### src/rtl/fbg_pkg.sv
package fbg_pkg;
  localparam int OS_W = 5;

  typedef enum logic [1:0] {
    OS_X16  = 2'b00,
    OS_X8   = 2'b01,
    OS_X4   = 2'b10,
    OS_RSVD = 2'b11
  } os_mode_e;

  function automatic logic [OS_W-1:0] os_ratio(input os_mode_e m);
    case (m)
      OS_X8:   os_ratio = OS_W'(8);
      OS_X4:   os_ratio = OS_W'(4);
      default: os_ratio = OS_W'(16);
    endcase
  endfunction
endpackage

### src/rtl/fbg_prescale.sv
module fbg_prescale #(
  parameter int PRE_DIV = 4
) (
  input  logic clk,
  input  logic rst_n,
  input  logic restart,
  input  logic sel,
  output logic step_en
);
  localparam int PW = $clog2(PRE_DIV);

  logic [PW-1:0] pc_q;

  always_ff @(posedge clk or negedge rst_n) begin
    if (!rst_n)       pc_q <= '0;
    else if (restart) pc_q <= '0;
    else if (pc_q == PW'(PRE_DIV-1)) pc_q <= '0;
    else              pc_q <= pc_q + PW'(1);
  end

  assign step_en = sel ? (pc_q == PW'(PRE_DIV-1)) : 1'b1;


  pre_gap_chk: assert property (@(posedge clk) disable iff (!rst_n)
    (sel && step_en && !restart) |=> !step_en);
endmodule

### src/rtl/fbg_frac_div.sv
module fbg_frac_div #(
  parameter int INT_W  = 16,
  parameter int FRAC_W = 4
) (
  input  logic              clk,
  input  logic              rst_n,
  input  logic              restart,
  input  logic              step_en,
  input  logic [INT_W-1:0]  int_div,
  input  logic [FRAC_W-1:0] frac,
  output logic              period_end
);
  localparam int CW = INT_W + 1;

  logic [CW-1:0]     cnt_q;
  logic [CW-1:0]     n_eff;
  logic [CW-1:0]     last_c;
  logic [FRAC_W-1:0] acc_q;
  logic              ext_q;
  logic [FRAC_W:0]   sum_c;

  always_comb begin
    n_eff  = (int_div == '0) ? (CW'(1) << INT_W) : {1'b0, int_div};
    last_c = n_eff + CW'(ext_q) - CW'(1);
    sum_c  = {1'b0, acc_q} + {1'b0, frac};
  end

  assign period_end = step_en && !restart && (cnt_q == last_c);

  always_ff @(posedge clk or negedge rst_n) begin
    if (!rst_n) begin
      cnt_q <= '0;
      acc_q <= '0;
      ext_q <= 1'b0;
    end else if (restart) begin
      cnt_q <= '0;
      acc_q <= '0;
      ext_q <= 1'b0;
    end else if (step_en) begin
      if (cnt_q == last_c) begin
        cnt_q <= '0;
        acc_q <= sum_c[FRAC_W-1:0];
        ext_q <= sum_c[FRAC_W];
      end else begin
        cnt_q <= cnt_q + CW'(1);
      end
    end
  end


  cnt_bound_chk: assert property (@(posedge clk) disable iff (!rst_n)
    cnt_q <= n_eff);

  no_stretch_chk: assert property (@(posedge clk) disable iff (!rst_n)
    (frac == '0) |-> !ext_q);

  restart_clear_chk: assert property (@(posedge clk) disable iff (!rst_n)
    restart |=> (cnt_q == '0) && (acc_q == '0));
endmodule

### src/rtl/fbg_os_count.sv
module fbg_os_count #(
  parameter int CNT_W = 5
) (
  input  logic             clk,
  input  logic             rst_n,
  input  logic             restart,
  input  logic             step,
  input  logic [CNT_W-1:0] ratio,
  output logic             wrap
);
  logic [CNT_W-1:0] oc_q;

  assign wrap = step && (oc_q == ratio - CNT_W'(1));

  always_ff @(posedge clk or negedge rst_n) begin
    if (!rst_n)       oc_q <= '0;
    else if (restart) oc_q <= '0;
    else if (wrap)    oc_q <= '0;
    else if (step)    oc_q <= oc_q + CNT_W'(1);
  end


  os_range_chk: assert property (@(posedge clk) disable iff (!rst_n)
    oc_q < ratio);
endmodule

### src/rtl/frac_baud_gen.sv
module frac_baud_gen
  import fbg_pkg::*;
#(
  parameter int BYTE_W  = 8,
  parameter int FRAC_W  = 4,
  parameter int PRE_DIV = 4
) (
  input  logic              clk,
  input  logic              rst_n,
  input  logic [BYTE_W-1:0] int_lo,
  input  logic [BYTE_W-1:0] int_hi,
  input  logic [BYTE_W-1:0] frac_mode,
  input  logic              pre_div4,
  output logic              sample_tick,
  output logic              bit_tick
);
  localparam int INT_W = 2 * BYTE_W;
  localparam int FM_W  = FRAC_W + 2;

  logic [INT_W-1:0] idiv_q;
  logic [FM_W-1:0]  fm_q;
  logic             pre_q;
  logic             restart;
  logic             step_en;
  logic             period_end;
  logic             os_wrap;
  logic [OS_W-1:0]  ratio;
  logic [BYTE_W-FM_W-1:0] unused_fm_bits;

  assign unused_fm_bits = frac_mode[BYTE_W-1:FM_W];

  assign restart = ({int_hi, int_lo} != idiv_q) ||
                   (frac_mode[FM_W-1:0] != fm_q) ||
                   (pre_div4 != pre_q);

  always_ff @(posedge clk or negedge rst_n) begin
    if (!rst_n) begin
      idiv_q <= INT_W'(1);
      fm_q   <= '0;
      pre_q  <= 1'b0;
    end else if (restart) begin
      idiv_q <= {int_hi, int_lo};
      fm_q   <= frac_mode[FM_W-1:0];
      pre_q  <= pre_div4;
    end
  end

  assign ratio = os_ratio(os_mode_e'(fm_q[FM_W-1:FRAC_W]));

  fbg_prescale #(.PRE_DIV(PRE_DIV)) u_pre (
    .clk     (clk),
    .rst_n   (rst_n),
    .restart (restart),
    .sel     (pre_q),
    .step_en (step_en)
  );

  fbg_frac_div #(.INT_W(INT_W), .FRAC_W(FRAC_W)) u_div (
    .clk        (clk),
    .rst_n      (rst_n),
    .restart    (restart),
    .step_en    (step_en),
    .int_div    (idiv_q),
    .frac       (fm_q[FRAC_W-1:0]),
    .period_end (period_end)
  );

  fbg_os_count #(.CNT_W(OS_W)) u_os (
    .clk     (clk),
    .rst_n   (rst_n),
    .restart (restart),
    .step    (period_end),
    .ratio   (ratio),
    .wrap    (os_wrap)
  );

  always_ff @(posedge clk or negedge rst_n) begin
    if (!rst_n) begin
      sample_tick <= 1'b0;
      bit_tick    <= 1'b0;
    end else begin
      sample_tick <= period_end;
      bit_tick    <= os_wrap;
    end
  end


  bit_with_sample_chk: assert property (@(posedge clk) disable iff (!rst_n)
    bit_tick |-> sample_tick);

  reset_quiet_chk: assert property (@(posedge clk)
    !rst_n |=> !sample_tick && !bit_tick);
endmodule

### config.mk
export PLATFORM = sky130hd
export DESIGN_NAME = frac_baud_gen
export DESIGN_NICKNAME = d
export VERILOG_FILES = /design/src/rtl/fbg_pkg.sv /design/src/rtl/fbg_prescale.sv /design/src/rtl/fbg_frac_div.sv /design/src/rtl/fbg_os_count.sv /design/src/rtl/frac_baud_gen.sv
export SDC_FILE = /design/constraint.sdc
export NUM_CORES = 1
export LEC_CHECK = 0
export ABC_AREA = 1
export BUFFER_PORTS_ARGS = -buffer_cell sky130_fd_sc_hd__buf_2
export CORE_ASPECT_RATIO = 0.8
export CORE_MARGIN = 5
export CORE_UTILIZATION = 59
export DETAILED_ROUTE_END_ITERATION = 10
export PLACE_DENSITY = 0.84
export SLEW_MARGIN = 20
export SYNTH_ARGS = -nofsm -noshare
export SYNTH_HDL_FRONTEND = slang
export SYNTH_HIERARCHICAL = 1
export SYNTH_SLANG_ARGS = --single-unit
### constraint.sdc
create_clock -name clk -period 3.2 [get_ports clk]
set_clock_uncertainty 0.05 [all_clocks]
set_input_delay 0 -clock clk [delete_from_list [all_inputs] [get_ports clk]]
set_output_delay 0 -clock clk [all_outputs]
set_load 0.02 [all_outputs]
After elaboration in Yosys (flattened, before gate mapping)
Cells that the tools add are included.
- bits in read-only memories: 0
- logic and storage cells: 53
- memories: 0
- output and inout bits: 2
- flip-flop bits (word level): 54
- bits in latches: 0
- memory bits (writable): 0
- $lt $le $gt $ge: 0
- equality and inequality tests: 8
- multiplexer cells: 17
- divide/modulo/power cells: 0
- bitwise logic cells: 0
- multipliers: 0
- $add $sub $neg: 7
- shift operators: 0
- reduce and logical (&&, ||, !) cells: 11
- operators by type and width (kind ; number):
    two-way mux 17 bit ; 4
    adder 17 x 1 -> 17 bit ; 1
    adder 17 x 1 -> 17 bit, second input constant ; 1
    == test 17 bit ; 1
    subtractor 17 x 1 -> 17 bit, second input constant ; 1
    zero test 16 bit ; 1
    inequality test 16 bit ; 1
    two-way mux 5 bit ; 3
    two-way mux 4 bit ; 3
    case mux 5 bit (2 select lines) ; 1
    inequality test 6 bit ; 1
    adder 4 x 4 -> 5 bit ; 1
    adder 5 x 1 -> 5 bit, second input constant ; 1
    == test 5 bit ; 1
    subtractor 5 x 1 -> 5 bit, second input constant ; 1
    == test 2 bit, second input constant ; 2
    two-way mux 1 bit ; 4
    two-way mux 2 bit ; 2
    nonzero test 2 bit ; 2
    logical AND 1 bit ; 3
    nonzero test 3 bit ; 1
    adder 2 x 1 -> 2 bit, second input constant ; 1
    == test 2 x 1 -> 1 bit, second input constant ; 1
    logical OR 1 bit ; 2
    other kinds (3) ; 3

Logic depth before layout (Yosys ltp)
- depth in word-level cells: 9
- depth in mapped cells: 21
- gate-level depth less buffers: 20

Hierarchy
Netlist, hierarchy kept.
- modules (own cells, without submodules) (module ; seq. area each (µm²) ; area each (µm²) ; instances ; cells each):
    fbg_frac_div ; 550.5 ; 2192.1 ; 1 ; 306
    frac_baud_gen ; 626.9 ; 1204.9 ; 1 ; 169
    fbg_os_count ; 125.1 ; 467.9 ; 1 ; 78
    fbg_prescale ; 50.0 ; 81.3 ; 1 ; 8

Least setup slack after synthesis
No wires, ideal clock.
- kind: register -> register
- from: register idiv_q[0]
- to: register u_os.oc_q[0]
- slack: 0.456 ns
- data arrival time: 2.576 ns
- stages on the path, launching flop included: 22
- data required time: 3.032 ns
- setup time: 0.118 ns
- buffers on the path: 1
- cell sequence: dfstp_2 inv_1 ha_1 ha_1 buf_2 nand2_4 nor2_8 nand3_1 nand2_1 nand2_1 and2_4 nand2_1 nor3_1 nand4_1 nor2_1 inv_1 a21oi_1 nand3_1 nor2_2 nand2_2 nand3_1 nand2_1
- word-level cells in the longest chain between the ends: 9
- ends and longest elaborated chain (what ; RTL line ; text):
    start: declaration ; frac_baud_gen.sv:20 ; logic [INT_W-1:0] idiv_q;
    start signal: assignment ; frac_baud_gen.sv:42 ; idiv_q <= {int_hi, int_lo};
    zero test 16 bit or inequality test 16 bit (tied branches) ; fbg_frac_div.sv:23, frac_baud_gen.sv:32 ;
    two-way mux 17 bit or logical OR 1 bit (tied branches) ; fbg_frac_div.sv:23, frac_baud_gen.sv:32 ;
    adder 17 x 1 -> 17 bit or logical OR 1 bit (tied branches) ; fbg_frac_div.sv:24, frac_baud_gen.sv:33 ;
    subtractor 17 x 1 -> 17 bit or zero test 1 bit (tied branches) ; fbg_frac_div.sv:24, fbg_frac_div.sv:28 ;
    == test 17 bit or logical AND 1 bit (tied branches) ; fbg_frac_div.sv:28 ; assign period_end = step_en && !restart && (cnt_q == last_c);
    logical AND 1 bit * ; fbg_frac_div.sv:28 ;
    via period_end ; frac_baud_gen.sv:25 ; logic period_end;
    logical AND 1 bit ; fbg_os_count.sv:13 ; assign wrap = step && (oc_q == ratio - CNT_W'(1));
    two-way mux 5 bit ; fbg_os_count.sv:18 ; else if (wrap) oc_q <= '0;
    two-way mux 5 bit ; fbg_os_count.sv:17 ; else if (restart) oc_q <= '0;
    end signal: assignment ; fbg_os_count.sv:19 ; else if (step) oc_q <= oc_q + CNT_W'(1);
    end: declaration ; fbg_os_count.sv:11 ; logic [CNT_W-1:0] oc_q;
Mark *: on every way through the listed nets, which the timed path passes. The rest lies on a longest branch.
A chain may end at the register's enable or synchronous reset.

Final worst setup path
- from: register idiv_q[0]
- to: register u_os.oc_q[4]
Same word-level chain as after synthesis.

==> results by group <==
Placed design
  • Worst slack at placement: -0.00467 ns
  • Detailed-placement wirelength estimate: around 6300 microns
  • Count of input and output buffers: 26
  • RD Place Congestion: 0.895

Setup path
  • Critical Path Max Stage Delay: approximately 0.55 ns
  • Data required time of the critical path: 3.36 ns
  • Worst reg2reg endpoint: u_os/oc_q[4]$_DFFE_PN0P_
  • Element type at the critical path end: register
  • Sort of element at the start of the critical path: register
  • R2r startpoint: idiv_q[0]$_DFFE_PN1P_
  • Worst reg2reg path depth: 19
  • Highest fanout seen on the critical path: 8
  • Critical Path, Cell by Cell: inv_1 > ha_4 > ha_4 > xnor2_1 > xor2_1 > inv_1 > nand2_1 > nor3_2 > nand3_1 > nor2_1 > nand4_1 > nor2_2 > inv_1 > a21oi_1 > nand3_1 > nor2_2 > nand2_2 > nand3_1 > nand2_1
  • Critical path class: reg2reg
  • Critical path arrival: 3.15 ns
  • Slack of the worst reg-to-reg path: 0.21 ns
  • Slowest library cell on the worst path: dfstp_2

Min path
  • Tightest Hold Check Type: in2async

Route
  • WL final: 8470 microns
  • DRC errors left: 0
  • Routed length per instance: 12.5 microns
  • Total vias in the final route: approximately 3.5k
  • Starting DRC count in detailed routing: 162
  • Detailed-route vias per instance: a little over 5
  • Router iterations before antenna repair: 4
  • Number of antenna-violating nets in the routed design: 0

Timing
  • Measured slew at the worst slew-check pin: 0.759 ns
  • Final worst path period need: 2.99 ns
  • Period utilisation layout: 93.3%
  • Final hold slack: 0.228 ns
  • Total setup violations reported at the end of the flow: 0
  • Worst path setup slack after routing: 0.214 ns
  • Sum of negative setup slack: 0 ns
  • Pins Over Slew Limit: 0
  • Final Hold Viols: 0
  • Max-Slew Margin vs Limit: 49.4%
  • Fmax: around 330 MHz

Synthesis
  • FFs w/ async S/R, synth: 100%
  • Post-Synthesis Cells: about 560
  • Share of the synthesized area in the top cell type: 33.6%
  • Mean instance size in the synthesized netlist: 7.03 sq um
  • Count of yosys warnings during synthesis: 6
  • Largest family of logic cells by synthesized area: simple AND/OR/NAND/NOR gates
  • Largest cells by area after synthesis: dfrtp_1 34%, nand2_1 15%, inv_1 7.6%, nor2_1 5.8%, nand3_1 4.9%
  • Count of flip-flops with a built-in enable after synthesis: 0
  • Flip-flop and latch count after synthesis: 54
  • Mapped cell area: 3950 sq um
  • Area fraction in and, or, nand and nor cells after synthesis: 37.1%
  • Commonest cells in the netlist: 157 x nand2_1, 80 x inv_1, 61 x nor2_1
  • Adder-cell share of the synthesized area: 4.31%
  • Most used flip-flop cell after synthesis: dfrtp_1
  • Area leader, netlist: dfrtp_1
  • Unique masters post-synth: 42
  • Mux contribution to synthesized area: 0%
  • Share of the yosys chip area belonging to registers: approximately a third
  • Xor and xnor fraction of the mapped netlist area: 8.40%
  • Dominant cell by count in the synthesized netlist: nand2_1
  • Post-synthesis compound-gate area fraction: under 10%

Global route
  • Pin count of the biggest net entering global routing: 35
  • Total routing usage reported by global routing: 20.9%
  • First-pass GRT wire length: approximately 15000 microns
  • Overflow left after global routing: 0
  • Vias in the first global route: 3301
  • Number of antenna violations at the first check in global routing: 0

Floorplan
  • Core area: 6440 sq um
  • Die Outline Area: 8430 sq um
  • Width of the die: slightly above 100 microns
  • Initial core utilization: a little over 60%
  • Y dimension of the die: 83.2 microns
  • Core Rows: 26
  • Number of placed I/O pins: 29

Layout
  • Count of filler cells inserted in the layout: about 530
  • Synthesis-to-layout area growth: 13.4%
  • Antenna diode instance count: 0
  • Layout cells sized above 1: 15.1%
  • Final net count: 635
  • Utilization after layout: 69.5%

Clock network
  • Largest buffer count on any clock path: 2
  • Total clock sinks: 54
  • Clock latency reported for the late side of the worst-skew pair: between 0.3 and 0.4 ns
  • Number of levels the H-tree was split into: 2
  • Cts bufs inserted: 5
  • TritonCTS clock tree: done
  • Clock transition at the registers of the reported paths: 0.11 ns
  • Buffer cell driving the clock tree root: clkbuf_8

Flow run
  • Number of maximum-capacitance violations: 0

Pwr
  • Total power of the final layout: roughly 1400 uW
  • Static leakage: 0.00231 uW
  • Max VDD drop: 203 uV
  • Power density over cell area: 314 nW/um^2

Status
  • Status: complete, no violations
-- power breakdown --
| group | switching (uW) | internal, uW |
|---|---|---|
| sequential | 22.1 | 697 |
| clock | 248 | 239 |
| combinational | 113 | 86.6 |
| total | 383 | 1020 |
-- worst max path at each step --
stage / from / endpoint / slack [ns] / cells past startpoint
after floorplan: idiv_q[0]$_DFFE_PN1P_ / u_os/oc_q[0]$_DFFE_PN0P_ / 0.46 / 21
after global placement: u_div/ext_q$_DFFE_PN0P_ / u_os/oc_q[4]$_DFFE_PN0P_ / 0.18 / 19
after detailed placement: u_div/ext_q$_DFFE_PN0P_ / u_os/oc_q[4]$_DFFE_PN0P_ / -0.005 / 19
after CTS: u_div/ext_q$_DFFE_PN0P_ / u_os/oc_q[4]$_DFFE_PN0P_ / 0.04 / 19
after global routing: idiv_q[0]$_DFFE_PN1P_ / u_os/oc_q[4]$_DFFE_PN0P_ / -0.001 / 19
final: idiv_q[0]$_DFFE_PN1P_ / u_os/oc_q[4]$_DFFE_PN0P_ / 0.21 / 19
-- cell type report --
type	count	area, sq um	share of cell area [%]
inverter	87	327	7.30
clock inverter	3	48.8	1.09
clock buffer	5	68.8	1.54
timing repair buffer	54	400	8.95
multi-input combinational	393	2170	48.6
sequential	54	1350	30.2
tap	84	105	2.35
-- layout by cell type, fill, tap and decap left out, types with 7 or more instances in the layout --
master,count
nand2_1,157
inv_1,79
nor2_1,60
dfrtp_1,53
nand3_1,39
buf_2,26
dlygate4sd3_1,24
a21oi_1,19
xor2_1,18
xnor2_1,18
nor2_2,12
nand4_1,11
ha_1,10
nand3_2,8
inv_2,7
-- through the flow --
| step | cells | area, sq um |
|---|---|---|
| 2_1_floorplan | 563 | 3950 |
| 3_3_place_gp | 647 | 4070 |
| 3_5_place_dp | 647 | 4070 |
| 4_1_cts | 679 | 4430 |
| 5_1_grt | 680 | 4480 |
| 6_report | 680 | 4480 |
-- state kept, by name, indices dropped and copies added, names as in the netlist --
| register | flops |
|---|---|
| fm_q | 6 |
| idiv_q | 16 |
| sample_tick | 1 |
| u_div/ext_q | 1 |
| u_pre/pc_q | 2 |
| u_div/cnt_q | 17 |
| u_div/acc_q | 4 |
| u_os/oc_q | 5 |
| pre_q | 1 |
| bit_tick | 1 |
-- kinds of logic after synthesis --
group | after synthesis
other | 1
AO/OA/AOI/OAI | 27
AND/OR/NAND/NOR | 313
buffers and inverters | 116
flip-flops | 54
XOR/XNOR | 37
adder cells (fa/ha/maj) | 13
-- per-layer routing --
layer | share of wire, % | vias to the layer above | GRT usage (%)
met4 | 0.86 | 0 | 5.68
met3 | 5.1 | 8 | 3.85
li1 | - | 1771 | -
met2 | 48 | 87 | 33.7
met5 | 0 | - | 0
met1 | 46 | 1612 | 28.8
-- critical path, delay by kind of cell, from the launching register on --
kind | cells | cell delay (ns)
fa+ha+maj | 2 | 0.37
compound gates | 1 | 0.13
buf+inv | 3 | 0.23
flops | 1 | 0.55
xor+xnor | 2 | 0.28
simple gates | 11 | 1.25
-- timing repair --
action,in CTS,in global routing
hold buffers,24,0
gates resized for setup,1,7
pin swaps,0,3
buffers inserted,0,1
gates cloned,0,0
setup endpoints to repair,4,6
hold endpoints to repair,55,0
No activity file was read; power rests on OpenSTA's default activity.
